--- config.mk ---
export PLATFORM = sky130hd
export DESIGN_NAME = acc_csr_slave
export DESIGN_NICKNAME = d
export VERILOG_FILES = /design/src/rtl/acc_csr_pkg.sv /design/src/rtl/csr_arg_field.sv /design/src/rtl/csr_ctrl.sv /design/src/rtl/acc_csr_slave.sv
export SDC_FILE = /design/constraint.sdc
export NUM_CORES = 1
export LEC_CHECK = 0
export ABC_AREA = 0
export BUFFER_PORTS_ARGS = -buffer_cell sky130_fd_sc_hd__buf_4
export CORE_AREA = 2 2 251 253
export DETAILED_ROUTE_END_ITERATION = 10
export DIE_AREA = 0 0 253 255
export RECOVER_POWER = 100
export SETUP_SLACK_MARGIN = 0.02
export SYNTH_ARGS = -nofsm -noshare
export SYNTH_HDL_FRONTEND = slang
export SYNTH_SLANG_ARGS = --single-unit
--- constraint.sdc ---
create_clock -name clk_i -period 2.15 [get_ports clk_i]
set_input_delay 0.215 -clock clk_i [delete_from_list [all_inputs] [get_ports clk_i]]
set_output_delay 0.215 -clock clk_i [all_outputs]
set_load 0.005 [all_outputs]
--- src/rtl/acc_csr_pkg.sv ---
`timescale 1ns/1ps
package acc_csr_pkg;
  localparam int DATA_W  = 64;
  localparam int ADDR_W  = 8;
  localparam int RET_W   = 192;
  localparam int ARG_A_W = 32;
  localparam int ARG_B_W = 192;
  localparam int ARG_C_W = 64;
  localparam int ARG_D_W = 8;

  // word indices whose position is fixed by the control protocol
  localparam int IDX_BUSY  = 0;
  localparam int IDX_START = 1;
  localparam int IDX_IE    = 2;
  localparam int IDX_STS   = 3;
  localparam int IDX_RET   = 4;

  function automatic int words_for(input int w, input int dw);
    return (w + dw - 1) / dw;
  endfunction
endpackage

--- src/rtl/csr_arg_field.sv ---
`timescale 1ns/1ps
module csr_arg_field #(
  parameter int W    = 32,
  parameter int BASE = 7,
  parameter int DW   = 64,
  parameter int IW   = 5
) (
  input  logic          clk_i,
  input  logic          rst_ni,
  input  logic          wr_i,
  input  logic [IW-1:0] wr_idx_i,
  input  logic [DW-1:0] wdata_i,
  input  logic [DW-1:0] wmask_i,
  input  logic [IW-1:0] rd_idx_i,
  output logic [W-1:0]  val_o,
  output logic [DW-1:0] rd_data_o
);
  localparam int NW = (W + DW - 1) / DW;

  function automatic logic [DW-1:0] low_ones(input int n);
    logic [DW-1:0] m;
    for (int i = 0; i < DW; i++) m[i] = (i < n);
    return m;
  endfunction

  logic [NW*DW-1:0] flat;

  for (genvar k = 0; k < NW; k++) begin : g_word
    localparam int VB = ((W - k*DW) >= DW) ? DW : (W - k*DW);
    localparam logic [DW-1:0] KEEP = low_ones(VB);
    logic [DW-1:0] q;
    logic [DW-1:0] m;
    assign m = wmask_i & KEEP;
    always_ff @(posedge clk_i or negedge rst_ni) begin
      if (!rst_ni) q <= '0;
      else if (wr_i && wr_idx_i == IW'(BASE + k)) q <= (q & ~m) | (wdata_i & m);
    end
    assign flat[k*DW +: DW] = q;
  end

  assign val_o = flat[W-1:0];

  always_comb begin
    rd_data_o = '0;
    for (int k = 0; k < NW; k++)
      if (rd_idx_i == IW'(BASE + k)) rd_data_o = flat[k*DW +: DW];
  end
endmodule

--- src/rtl/csr_ctrl.sv ---
`timescale 1ns/1ps
module csr_ctrl #(
  parameter int RW = 192
) (
  input  logic          clk_i,
  input  logic          rst_ni,
  input  logic          start_req_i,
  input  logic          ie_wr_i,
  input  logic          ie_val_i,
  input  logic          sts_clr_i,
  input  logic          core_done_i,
  input  logic [RW-1:0] ret_data_i,
  output logic          start_o,
  output logic          busy_o,
  output logic          done_o,
  output logic          sts_o,
  output logic          ie_o,
  output logic          irq_o,
  output logic [RW-1:0] ret_o
);
  logic busy_q, done_q, sts_q, ie_q, start_q;
  logic [RW-1:0] ret_q;
  logic accept, complete;

  assign accept   = start_req_i && !busy_q;
  assign complete = core_done_i && busy_q;

  always_ff @(posedge clk_i or negedge rst_ni) begin
    if (!rst_ni) begin
      busy_q  <= 1'b0;
      done_q  <= 1'b0;
      sts_q   <= 1'b0;
      ie_q    <= 1'b0;
      start_q <= 1'b0;
      ret_q   <= '0;
    end else begin
      start_q <= accept;
      if (accept)        busy_q <= 1'b1;
      else if (complete) busy_q <= 1'b0;
      if (accept)        done_q <= 1'b0;
      else if (complete) done_q <= 1'b1;
      // completion wins over a same-cycle clear
      if (complete)       sts_q <= 1'b1;
      else if (sts_clr_i) sts_q <= 1'b0;
      if (ie_wr_i) ie_q <= ie_val_i;
      if (complete) ret_q <= ret_data_i;
    end
  end

  assign start_o = start_q;
  assign busy_o  = busy_q;
  assign done_o  = done_q;
  assign sts_o   = sts_q;
  assign ie_o    = ie_q;
  assign irq_o   = sts_q & ie_q;
  assign ret_o   = ret_q;


  start_pulse_chk: assert property (@(posedge clk_i) disable iff (!rst_ni)
    start_o |=> !start_o);

  busy_block_chk: assert property (@(posedge clk_i) disable iff (!rst_ni)
    (busy_q && start_req_i) |=> !start_o);

  busy_hold_chk: assert property (@(posedge clk_i) disable iff (!rst_ni)
    (busy_q && !core_done_i) |=> busy_q);

  complete_chk: assert property (@(posedge clk_i) disable iff (!rst_ni)
    (core_done_i && busy_q) |=> (done_q && sts_q && !busy_q));
endmodule

--- src/rtl/acc_csr_slave.sv ---
`timescale 1ns/1ps
module acc_csr_slave
  import acc_csr_pkg::*;
#(
  parameter int AW  = ADDR_W,
  parameter int RW  = RET_W,
  parameter int AAW = ARG_A_W,
  parameter int ABW = ARG_B_W,
  parameter int ACW = ARG_C_W,
  parameter int ADW = ARG_D_W
) (
  input  logic              clk_i,
  input  logic              rst_ni,
  input  logic [AW-1:0]     address_i,
  input  logic              write_i,
  input  logic [DATA_W-1:0] writedata_i,
  input  logic [DATA_W/8-1:0] byteenable_i,
  input  logic              read_i,
  output logic [DATA_W-1:0] readdata_o,
  output logic              start_o,
  output logic              busy_o,
  input  logic              core_done_i,
  input  logic [RW-1:0]     ret_data_i,
  output logic [AAW-1:0]    arg_a_o,
  output logic [ABW-1:0]    arg_b_o,
  output logic [ACW-1:0]    arg_c_o,
  output logic [ADW-1:0]    arg_d_o,
  output logic              irq_o
);
  localparam int DW    = DATA_W;
  localparam int BW    = DW / 8;
  localparam int OFS   = $clog2(BW);
  localparam int IW    = AW - OFS;
  localparam int RET_N = words_for(RW, DW);
  localparam int IDX_A = IDX_RET + RET_N;
  localparam int IDX_B = IDX_A + words_for(AAW, DW);
  localparam int IDX_C = IDX_B + words_for(ABW, DW);
  localparam int IDX_D = IDX_C + words_for(ACW, DW);
  localparam int IDX_LAST = IDX_D + words_for(ADW, DW) - 1;

  logic [IW-1:0] idx;
  logic          aligned, wr, rd;
  logic [DW-1:0] wmask;

  assign idx     = address_i[AW-1:OFS];
  assign aligned = (address_i[OFS-1:0] == '0);
  assign wr      = write_i && aligned;
  assign rd      = read_i && aligned;

  for (genvar b = 0; b < BW; b++) begin : g_be
    assign wmask[b*8 +: 8] = {8{byteenable_i[b]}};
  end

  logic start_req, ie_wr, sts_clr;
  assign start_req = wr && idx == IW'(IDX_START) && wmask[0] && writedata_i[0];
  assign ie_wr     = wr && idx == IW'(IDX_IE) && wmask[0];
  assign sts_clr   = wr && idx == IW'(IDX_STS) && wmask[0] && writedata_i[0];

  logic done, sts, ie;
  logic [RW-1:0] ret;

  csr_ctrl #(.RW(RW)) u_ctrl (
    .clk_i       (clk_i),
    .rst_ni      (rst_ni),
    .start_req_i (start_req),
    .ie_wr_i     (ie_wr),
    .ie_val_i    (writedata_i[0]),
    .sts_clr_i   (sts_clr),
    .core_done_i (core_done_i),
    .ret_data_i  (ret_data_i),
    .start_o     (start_o),
    .busy_o      (busy_o),
    .done_o      (done),
    .sts_o       (sts),
    .ie_o        (ie),
    .irq_o       (irq_o),
    .ret_o       (ret)
  );

  logic [DW-1:0] rd_a, rd_b, rd_c, rd_d;

  csr_arg_field #(.W(AAW), .BASE(IDX_A), .DW(DW), .IW(IW)) u_arg_a (
    .clk_i(clk_i), .rst_ni(rst_ni), .wr_i(wr), .wr_idx_i(idx), .wdata_i(writedata_i),
    .wmask_i(wmask), .rd_idx_i(idx), .val_o(arg_a_o), .rd_data_o(rd_a));
  csr_arg_field #(.W(ABW), .BASE(IDX_B), .DW(DW), .IW(IW)) u_arg_b (
    .clk_i(clk_i), .rst_ni(rst_ni), .wr_i(wr), .wr_idx_i(idx), .wdata_i(writedata_i),
    .wmask_i(wmask), .rd_idx_i(idx), .val_o(arg_b_o), .rd_data_o(rd_b));
  csr_arg_field #(.W(ACW), .BASE(IDX_C), .DW(DW), .IW(IW)) u_arg_c (
    .clk_i(clk_i), .rst_ni(rst_ni), .wr_i(wr), .wr_idx_i(idx), .wdata_i(writedata_i),
    .wmask_i(wmask), .rd_idx_i(idx), .val_o(arg_c_o), .rd_data_o(rd_c));
  csr_arg_field #(.W(ADW), .BASE(IDX_D), .DW(DW), .IW(IW)) u_arg_d (
    .clk_i(clk_i), .rst_ni(rst_ni), .wr_i(wr), .wr_idx_i(idx), .wdata_i(writedata_i),
    .wmask_i(wmask), .rd_idx_i(idx), .val_o(arg_d_o), .rd_data_o(rd_d));

  logic [RET_N*DW-1:0] ret_flat;
  logic [DW-1:0]       rd_mux, rdata_q;
  assign ret_flat = (RET_N*DW)'(ret);

  always_comb begin
    rd_mux = rd_a | rd_b | rd_c | rd_d;
    if (idx == IW'(IDX_BUSY)) rd_mux = DW'(busy_o);
    if (idx == IW'(IDX_IE))   rd_mux = DW'(ie);
    if (idx == IW'(IDX_STS))  rd_mux = DW'({done, sts});
    for (int k = 0; k < RET_N; k++)
      if (idx == IW'(IDX_RET + k)) rd_mux = ret_flat[k*DW +: DW];
  end

  always_ff @(posedge clk_i or negedge rst_ni) begin
    if (!rst_ni)  rdata_q <= '0;
    else if (rd)  rdata_q <= rd_mux;
    else if (read_i) rdata_q <= '0;
  end

  assign readdata_o = rdata_q;


  unmapped_read_chk: assert property (@(posedge clk_i) disable iff (!rst_ni)
    (read_i && (!aligned || int'(idx) > IDX_LAST || idx == IW'(IDX_START))) |=> (readdata_o == '0));
endmodule

* After elaboration in Yosys (flattened, before gate mapping)
Cells that the tools add are included.
** Cells by class
- Eq/ne operators :: 12
- Muxes and demuxes :: 20
- Bitwise operators :: 22
- Reductions and logical operators :: 24
** Operators with widths (count)
- two-way mux 64 bit :: 14
- bitwise OR 64 bit :: 9
- AND 64 bit :: 7
- AND 64 x 32 -> 64 bit :: 1
- AND 64 x 8 -> 64 bit :: 1
- NOT 32 -> 64 bit :: 1
- NOT 64 bit :: 1
- NOT 8 -> 64 bit :: 1
- == test 5 x 4 -> 1 bit, second input constant :: 5
- == test 5 x 3 -> 1 bit, second input constant :: 4
- logical AND 1 bit :: 18
- == test 5 x 2 -> 1 bit, second input constant :: 2
- two-way mux 1 bit :: 6
- nonzero test 2 bit :: 3
- == test 5 x 1 -> 1 bit, second input constant :: 1
- zero test 5 bit :: 1
- zero test 3 bit :: 1
- AND 1 bit :: 1
- zero test 1 bit :: 1
** Word-level totals
- Register bits :: 645
- Input bits :: 277
- Output and inout bits :: 363
- Logic and storage cells :: 91

* Depth between registers and ports, before layout
Gate-level depths: netlist (run 1).
- Depth in word-level cells :: 14
- Depth in mapped cells :: 9
- Gate-level depth less buffers :: 5

* Cells and area by module
A second synthesis (run 1) with hierarchy kept.
** Second synthesis, totals
- Cells, all modules :: 2278
- Area, all modules :: 28493.6 sq um
** By module, submodules not included
- csr_arg_field at u_arg_b :: times used 1, cells each 773, area an instance 9519.1 sq um, seq. area each 4804.6 sq um
- csr_ctrl :: times used 1, cells each 420, area an instance 7932.6 sq um, seq. area each 4929.7 sq um
- acc_csr_slave :: times used 1, cells each 533, area an instance 4265.3 sq um, seq. area each 1601.5 sq um
- csr_arg_field at u_arg_c :: times used 1, cells each 281, area an instance 3853.7 sq um, seq. area each 1601.5 sq um
- csr_arg_field at u_arg_a :: times used 1, cells each 176, area an instance 2025.7 sq um, seq. area each 800.8 sq um
- csr_arg_field at u_arg_d :: times used 1, cells each 95, area an instance 897.1 sq um, seq. area each 200.2 sq um

* Worst setup path before layout (run 1)
Ideal clock, no wire load.
- Kind :: register to register
- From :: register u_ctrl.busy_q (netlist: u_ctrl.busy_o)
- To :: register u_ctrl.ret_q[0] (netlist: u_ctrl.ret_o[0])
- Library setup time :: 0.125 ns
- Data arrival time :: 1.538 ns
- Required time :: 2.025 ns
- Slack :: 0.488 ns
- Cell stages (with the launch flop) :: 5
- Buffers on the path :: 2
- Clock period less this slack :: 1.662 ns
- Cells stage by stage :: dfrtp_1 nand2_1 clkbuf_1 clkbuf_1 mux2_2
** On the way
- Cells in the longest elaborated chain, start to end :: 1
** RTL lines
- from (decl) :: RTL line csr_ctrl.sv:21 : logic busy_q, done_q, sts_q, ie_q, start_q;
- from (signal assigned) :: RTL line csr_ctrl.sv:30 : busy_q <= 1'b0;
- from (signal assigned) :: RTL line csr_ctrl.sv:38 : if (accept) busy_q <= 1'b1;
- from (signal assigned) :: RTL line csr_ctrl.sv:39 : else if (complete) busy_q <= 1'b0;
- logical AND 1 bit :: RTL line csr_ctrl.sv:26 : assign complete = core_done_i && busy_q;
- to (signal assigned) :: RTL line csr_ctrl.sv:46 : if (complete) ret_q <= ret_data_i;
- to (decl) :: RTL line csr_ctrl.sv:22 : logic [RW-1:0] ret_q;
No other way between the ends.
A chain may end at the register's enable or synchronous reset.

* Final worst setup path (run 1)
- From :: input address_i[1]
- To :: register rdata_q[11] (netlist: readdata_o[11])
** On the way
- Cells in the longest elaborated chain, start to end :: 3
- Elaborated cells on any way between the ends :: 4
- Those cells by class :: mux: 1; reduce/logical: 3
** RTL lines
- from (decl) :: RTL line acc_csr_slave.sv:14 : input logic [AW-1:0] address_i,
- zero test 3 bit (*) :: RTL line acc_csr_slave.sv:46 : assign aligned = (address_i[OFS-1:0] == '0);
- logical AND 1 bit (*) :: RTL line acc_csr_slave.sv:48 : assign rd = read_i && aligned;
- two-way mux 64 bit / nonzero test 2 bit (equally long branches)
- to (signal assigned) :: RTL line acc_csr_slave.sv:110 : else if (rd) rdata_q <= rd_mux;
- to (decl) :: RTL line acc_csr_slave.sv:96 : logic [DW-1:0] rd_mux, rdata_q;
Mark *: on every way between the ends. The rest lies on a longest branch, timed or not.

==> impl_results.md, run 1 <==
* Status: complete, no violations
* Post-DR vias/cell at between 5 and 6
* RSZ-0062 raised after global routing: false
* Minimum clock period at ~2.0 ns
* Combinational power share at 9.3%
* Iter 0 DRT Violations at approximately 1400
* Routed wire length at 94300 um
* Post-CTS Resized at 0
* First-pass GRT wire length at between 100000 and 150000 um
* Flops & latches, synth at approximately 560
* Measured slew at the worst slew-check pin at around 1.2 ns
* Die area at 64500 um2
* Die Width at approximately 250 um
* Tot GR Track Use at between 20% and 30%
* Switch share at between 20% and 30%
* CTS tree: yes
* Layout cell share with drive strength beyond 1 at 39.6%
* Clk pwr share at around 44%
* GPL Wtd Cong at around 0.9
* CP cell instances: clkbuf_1 -> nor3_1 -> buf_4 -> and2_0 -> clkbuf_2 -> buf_4 -> o221ai_1 -> o22ai_1
* Io pins at 640
* DRC Markers at 0
* Mapped cell area at between 20000 and 25000 um2
* Post-Syn Instances at roughly 1800
* Routed length per instance at roughly 26 um
* Max cap viols at 0
* Critical Path Start Type: primary input
* Post-synth ARST share at between 90% and 100%
* Leakage at 16.5 nW
* Area Overhead vs Synth at 40.6%
* Sequential share of power at approximately 46%
* Rows at roughly 90
* Yosys cell types at 64
* Cell mode on critical path: buf_4
* ANT nets after route at 0
* Root Buffer: clkbuf_16
* Worst-skew pair later-pin latency at 0.63 ns
* Fmax at between 400 and 500 MHz
* Total core area at approximately 62000 um2
* Post-synth EDFFs at 0
* Critical path required time at roughly 2.7 ns
* Pin count of the biggest net entering global routing at between 90 and 100
* Clock-pin slew on the worst setup and hold paths at approximately 0.06 ns
* Slew HR at between 15 and 20%
* Class of the worst hold path: primary input to flop
* Grt total ovfl at 0
* Avg Inst Size Synth at approximately 14 um2
* CP Max Fanout at 17
* Final setup viols at 0
* Final worst path period share at between 90 and 100%
* R2R Setup Slk at approximately 0.27 ns
* Slowest CP cell: nor3_1
* First-pass detailed-route iteration total at 5
* Kind of critical path: primary input to flop
* Setup bufs post-CTS at 0
* Clock Sinks at 557
* CP top delay family: buffers and inverters
* Seq/Total Area, Yosys at 56.9%
* Total power at ~24 mW
* Final Cell Area at about 34000 um2
* DP Wirelength at 67200 um
* DR vias at between 15000 and 20000
* Final hold violation count at 0
* Layout Nets at about 3000
* Net switching power figure at roughly 5.8 mW
* Starting Density at 39.4%
* IO buf count at between 600 and 700
* Worst Skew at about 0.019 ns
* Critical Path End Type: flop
* Most frequent cells in the layout: dfrtp_1 (557), mux2_2 (407), buf_4 (310)
* Commonest non-fill, non-tap cell in the layout: dfrtp_1
* Int Power at between 15 and 20 mW
* Arrival time at the worst endpoint at 2.55 ns
* Synth warn at 0
* DIE HEIGHT at 255 um
* Commonest register cell after synthesis: dfrtp_1
* Synthesized Nets at 2082
* Vias in the first global route at 20900
* CTS H-tree depth at 2
* Final Max Tran Viols at 0
* Placed inst area at a little over 30000 um2
* Pwr Density at between 700 and 800 nW/um2
* CP Buf/Inv Count at 4
* Clock buffer depth at 3
* TritonCTS Buffers at 60
* # hold bufs at CTS at around 260
* Peak supply drop at between 500 and 600 uV
* Initial antenna violation count at 13
* Biggest cell delay along the critical path at between 0.7 and 0.8 ns
-- final timing paths --
path / startpoint / end / cells past startpoint
min in group asynchronous: rst_ni / async pin / 2
worst max-delay path: address_i[1] / readdata_o[11] / 8
worst min register to register: u_ctrl.ret_o[172] / readdata_o[44] / 2
max in group asynchronous: rst_ni / async pin / 3
worst max register to register: u_ctrl.busy_o / u_ctrl.ret_o[165] / 4
worst min-delay path: address_i[4] / u_ctrl.ie_o / 3
-- kinds of logic (layout without fill, tap and decap cells) --
| kind of cell | Yosys count | count (layout) | share of synthesized area, % |
|---|---|---|---|
| flip-flops | 557 | 557 | 56.9 |
| multiplexers | 491 | 491 | 23.4 |
| AO/OA/AOI/OAI | 408 | 408 | 11.5 |
| AND/OR/NAND/NOR | 218 | 218 | 5.68 |
| buffers and inverters | 131 | 1121 | 2.49 |
| other | 0 | 9 | 0 |
-- power groups by stage --
stage	clock network, mW	logic (mW)	registers [mW]
floorplan	0	0.685	11.4
global placement	0	1.96	11.5
detailed placement	0	2.00	11.5
CTS	11.0	2.41	11.3
global route	11.5	2.45	11.4
finish	10.8	2.28	11.3
-- per-stage QoR --
stage	utilization, %	TNS (ns)	setup slack (ns)	std cells	hold slack, ns
final	55.4	0	0.135	3603	0.0371
after global routing	55.4	0	0.140	3600	0.0304
after CTS	57.2	0	0.374	3594	0.00240
after detailed placement	49.7	-4.97	-0.279	3227	0.136
after global placement	49.7	-2.20	-0.256	3227	0.135
after floorplan	-	0	0.488	1805	-0.0806
-- layout make-up --
| class | instances | area, um2 |
|---|---|---|
| fill | 5364 | 27700 |
| sequential | 557 | 13900 |
| multi-input combinational | 1117 | 9590 |
| timing repair buffer | 993 | 7740 |
| clock buffer | 84 | 1760 |
| tap | 799 | 1000 |
| clock inverter | 25 | 302 |
| inverter | 19 | 71.3 |
| antenna | 9 | 22.5 |
-- cells in the mapped netlist, types with 2 or more instances --
master     instances  area, um2
nand2_2           17        106
nand3b_1           2       15.0
o21ai_0           73        365
a2bb2oi_1          2       17.5
mux2_1            24        270
a221oi_1          14        123
nor2_1            33        124
nor2_2             2       12.5
or2_2              2       12.5
nand2_8            7        140
nor4_1             3       18.8
clkbuf_1          57        214
inv_1             19       71.3
and2_1            12       75.1
buf_1              3       11.3
and3_1            14       87.6
nand3_1            4       20.0
nand2_4            7       78.8
a21oi_1           83        415
buf_6              3       33.8
mux2_2           409       4610
buf_4              8       60.1
o211a_1           31        310
nor3_1             4       20.0
buf_2             39        195
nand2_1           38        143
a31oi_1            5       31.3
o22ai_1           13       81.3
a22o_1            24        210
and4_1             5       43.8
nor3b_1            2       15.0
a22oi_1          107        803
o221ai_1          24        210
mux2_4            56        841
dfrtp_1          557      13900
mux2i_1            2       20.0
a2111oi_0         13        114
nand2b_1          12       75.1
o21ai_1            8       40.0
nor2_4             2       22.5
nor2b_1           42        263
-- tightest hold or removal path: cells and delay by family --
family	cells	cell delay, ns
AND/OR/NAND/NOR	1	0.08
buffers and inverters	1	0.17
multiplexers	1	0.14
-- per-layer routing --
layer | track usage (%) | vias to the layer above | wire (um)
met4 | 11.9 | 10 | 4450
met5 | 0 | - | 68
met3 | 7.28 | 254 | 7190
met2 | 45.1 | 876 | 43400
met1 | 37.8 | 10200 | 39200
li1 | - | 8608 | -
Power figures use the tool's default switching activity.
==> run 2, diff against run 1 <==
--- a/config.mk
+++ b/config.mk
@@ -7,9 +7,10 @@
 export LEC_CHECK = 0
 export ABC_AREA = 0
 export BUFFER_PORTS_ARGS = -buffer_cell sky130_fd_sc_hd__buf_4
-export CORE_AREA = 2 2 251 253
+export CORE_AREA = 2 2 245 247
 export DETAILED_ROUTE_END_ITERATION = 10
-export DIE_AREA = 0 0 253 255
+export DIE_AREA = 0 0 247 249
+export PLACE_DENSITY = 0.65
 export RECOVER_POWER = 100
 export SETUP_SLACK_MARGIN = 0.02
 export SYNTH_ARGS = -nofsm -noshare
==> run 2 against run 1 <==
Against the previous run:
- register-to-register slack lost 0.13 ns
- clock power shrank 4%
- die area shrank 4.7%
- critical path type unchanged
- largest cell class unchanged
- largest power group unchanged
==> impl_results.md, run 2 (same netlist as run 1, synthesis figures left out) <==
* Status: complete, no violations
* First-pass detailed-route iteration total at 5 (unchanged)
* Layout cell share with drive strength beyond 1 at 39.2% (-0.38 points)
* Routed length per instance at 26.1 um (-0.32%)
* RSZ-0062 raised after global routing: false
* Commonest non-fill, non-tap cell in the layout: dfrtp_1
* Final Max Tran Viols at 0 (unchanged)
* Worst Hold Launch: address_i[4]
* Final worst path period share at 95.2% (+1.5 points)
* Clock buffer depth at 3 (unchanged)
* DIE HEIGHT at 249 um (-2.4%)
* Placed inst area at 30700 um2 (-0.59%)
* Placed cells at 3188 (-1.2%)
* Starting Density at 41.7% (+2.3 points)
* Fill cells at 4863 (-9.3%)
* Class of the worst hold path: primary input to flop
* Final Cell Area at 34200 um2 (-0.63%)
* Minimum clock period at 2.05 ns (+0.0324 ns)
* Final hold violation count at 0 (unchanged)
* Finished Layout Cells at 3568 (-0.97%)
* Worst-skew pair later-pin latency at 0.62 ns (about the same)
* CP Max Fanout at 27 (+10)
* Area Overhead vs Synth at 39.7%
* ANT nets after route at 0 (unchanged)
* Leakage at 16.3 nW (-0.70%)
* Max cap viols at 0 (unchanged)
* Grt total ovfl at 0 (unchanged)
* Cell mode on critical path: buf_4
* Biggest cell delay along the critical path at 0.93 ns (+0.22 ns)
* CP cell instances: buf_4 -> nand2b_1 -> nor2_4 -> buf_12 -> buf_4 -> a22o_1 -> a2111oi_0 -> o22ai_1
* Clock-pin slew on the worst setup and hold paths at 0.06 ns (about the same)
* Slew HR at 18.4% (+0.80 points)
* Die Width at 247 um (-2.4%)
* DR vias at 20100 (+0.83%)
* First-pass GRT wire length at 137000 um (-0.31%)
* Die area at 61500 um2 (-4.7%)
* Post-DR vias/cell at 5.63 (+1.8%)
* Total power at 24.0 mW (-1.7%)
* CP Launch Point: address_i[7]
* Measured slew at the worst slew-check pin at 1.22 ns (-0.0120 ns)
* CTS tree: yes
* Pin count of the biggest net entering global routing at 77 (-15%)
* Kind of critical path: primary input to flop
* Vias in the first global route at 20900 (-0.034%)
* Layout Nets at 3012 (-0.43%)
* Io pins at 640 (unchanged)
* DRC Markers at 0 (unchanged)
* GPL Wtd Cong at 0.907 (+0.15%)
* Most frequent cells in the layout: dfrtp_1 (557), mux2_2 (406), buf_4 (304)
* Iter 0 DRT Violations at 1336 (-4.8%)
* Root Buffer: clkbuf_16
* Post-CTS Resized at 0 (unchanged)
* DP Wirelength at 65800 um (-2.2%)
* Fmax at 488 MHz (-1.6%)
* TritonCTS Buffers at 59 (-1.7%)
* Critical path required time at 2.59 ns (-0.09 ns)
* Final setup viols at 0 (unchanged)
* IO buf count at 639 (unchanged)
* Slowest CP cell: a2111oi_0
* Critical Path End Type: flop
* Worst Skew at 0.0137 ns (-0.00573 ns)
* Initial antenna violation count at 15 (+2)
* Critical Path Start Type: primary input
* Setup bufs post-CTS at 0 (unchanged)
* Rows at 89 (-3.3%)
* Total core area at 58700 um2 (-5.6%)
* Peak supply drop at 591 uV (-0.16%)
* Pwr Density at 702 nW/um2 (-1.1%)
* Routed wire length at 93100 um (-1.3%)
* Tot GR Track Use at 29.7% (+1.1 points)
* CTS H-tree depth at 2 (unchanged)
* Arrival time at the worst endpoint at 2.49 ns (-0.06 ns)
* Clock Sinks at 557 (unchanged)
## run 2: what timing repair did
action,in CTS,in global routing
setup endpoints to repair,0,0
hold buffers,259,0
hold endpoints to repair,529,0
## run 2: layout make-up
class                   count  area [um2]  area share, %
flip-flops and latches    557       13900           40.7
clock buffers              89        1760           5.15
repair buffers            981        7620           22.3
well taps                 773         967           2.83
inverters                  19        71.3          0.208
multi-input cells        1117        9600           28.1
diodes                     14        35.0          0.102
clock inverters            18         213          0.622
## run 2: power by group
group / switching, mW / leakage (nW) / internal, mW
clock network: 4.32 / 0.953 / 6.11
registers: 0.349 / 7.57 / 11.0
logic: 1.03 / 7.82 / 1.23
## run 2: final timing paths
| check | end | slack (ns) | depth (start not counted) |
|---|---|---|---|
| max | readdata_o[18] | 0.10 | 8 |
| min | u_ctrl.ie_o | 0.04 | 3 |
| max reg2reg | readdata_o[16] | 0.14 | 4 |
| min reg2reg | readdata_o[56] | 0.49 | 2 |
| max in group asynchronous | u_ctrl.ret_o[20] | 0.33 | 3 |
| min in group asynchronous | async pin | 0.12 | 2 |
## run 2: worst max-delay path, delay by kind of cell
kind	cells	cell delay, ns
AOI/OAI and AO/OA	3	1.27
and+or+nand+nor	2	0.43
buffers and inverters	3	0.54
## run 2: stage by stage
stage	util, %	TNS, ns	hold slack (ns)	setup WS (ns)
after CTS	60.2	0	0.0108	0.305
after floorplan	-	0	-0.0806	0.488
after global routing	58.3	0	0.0528	0.0717
after detailed placement	52.4	-1.38	0.242	-0.350
final	58.3	0	0.0443	0.103
after global placement	52.4	-1.54	0.244	-0.596
## run 2: per-layer routing
metal  GRT usage [%]  part of all wire [%]  vias to the layer above  wire, um
met5               0                 0.048                        -        45
met4            12.0                   4.5                        8      4220
met3            7.37                   8.4                      252      7850
met2            46.8                    46                     1013     43200
met1            39.2                    41                    10200     37800
li1                -                     -                     8579         -
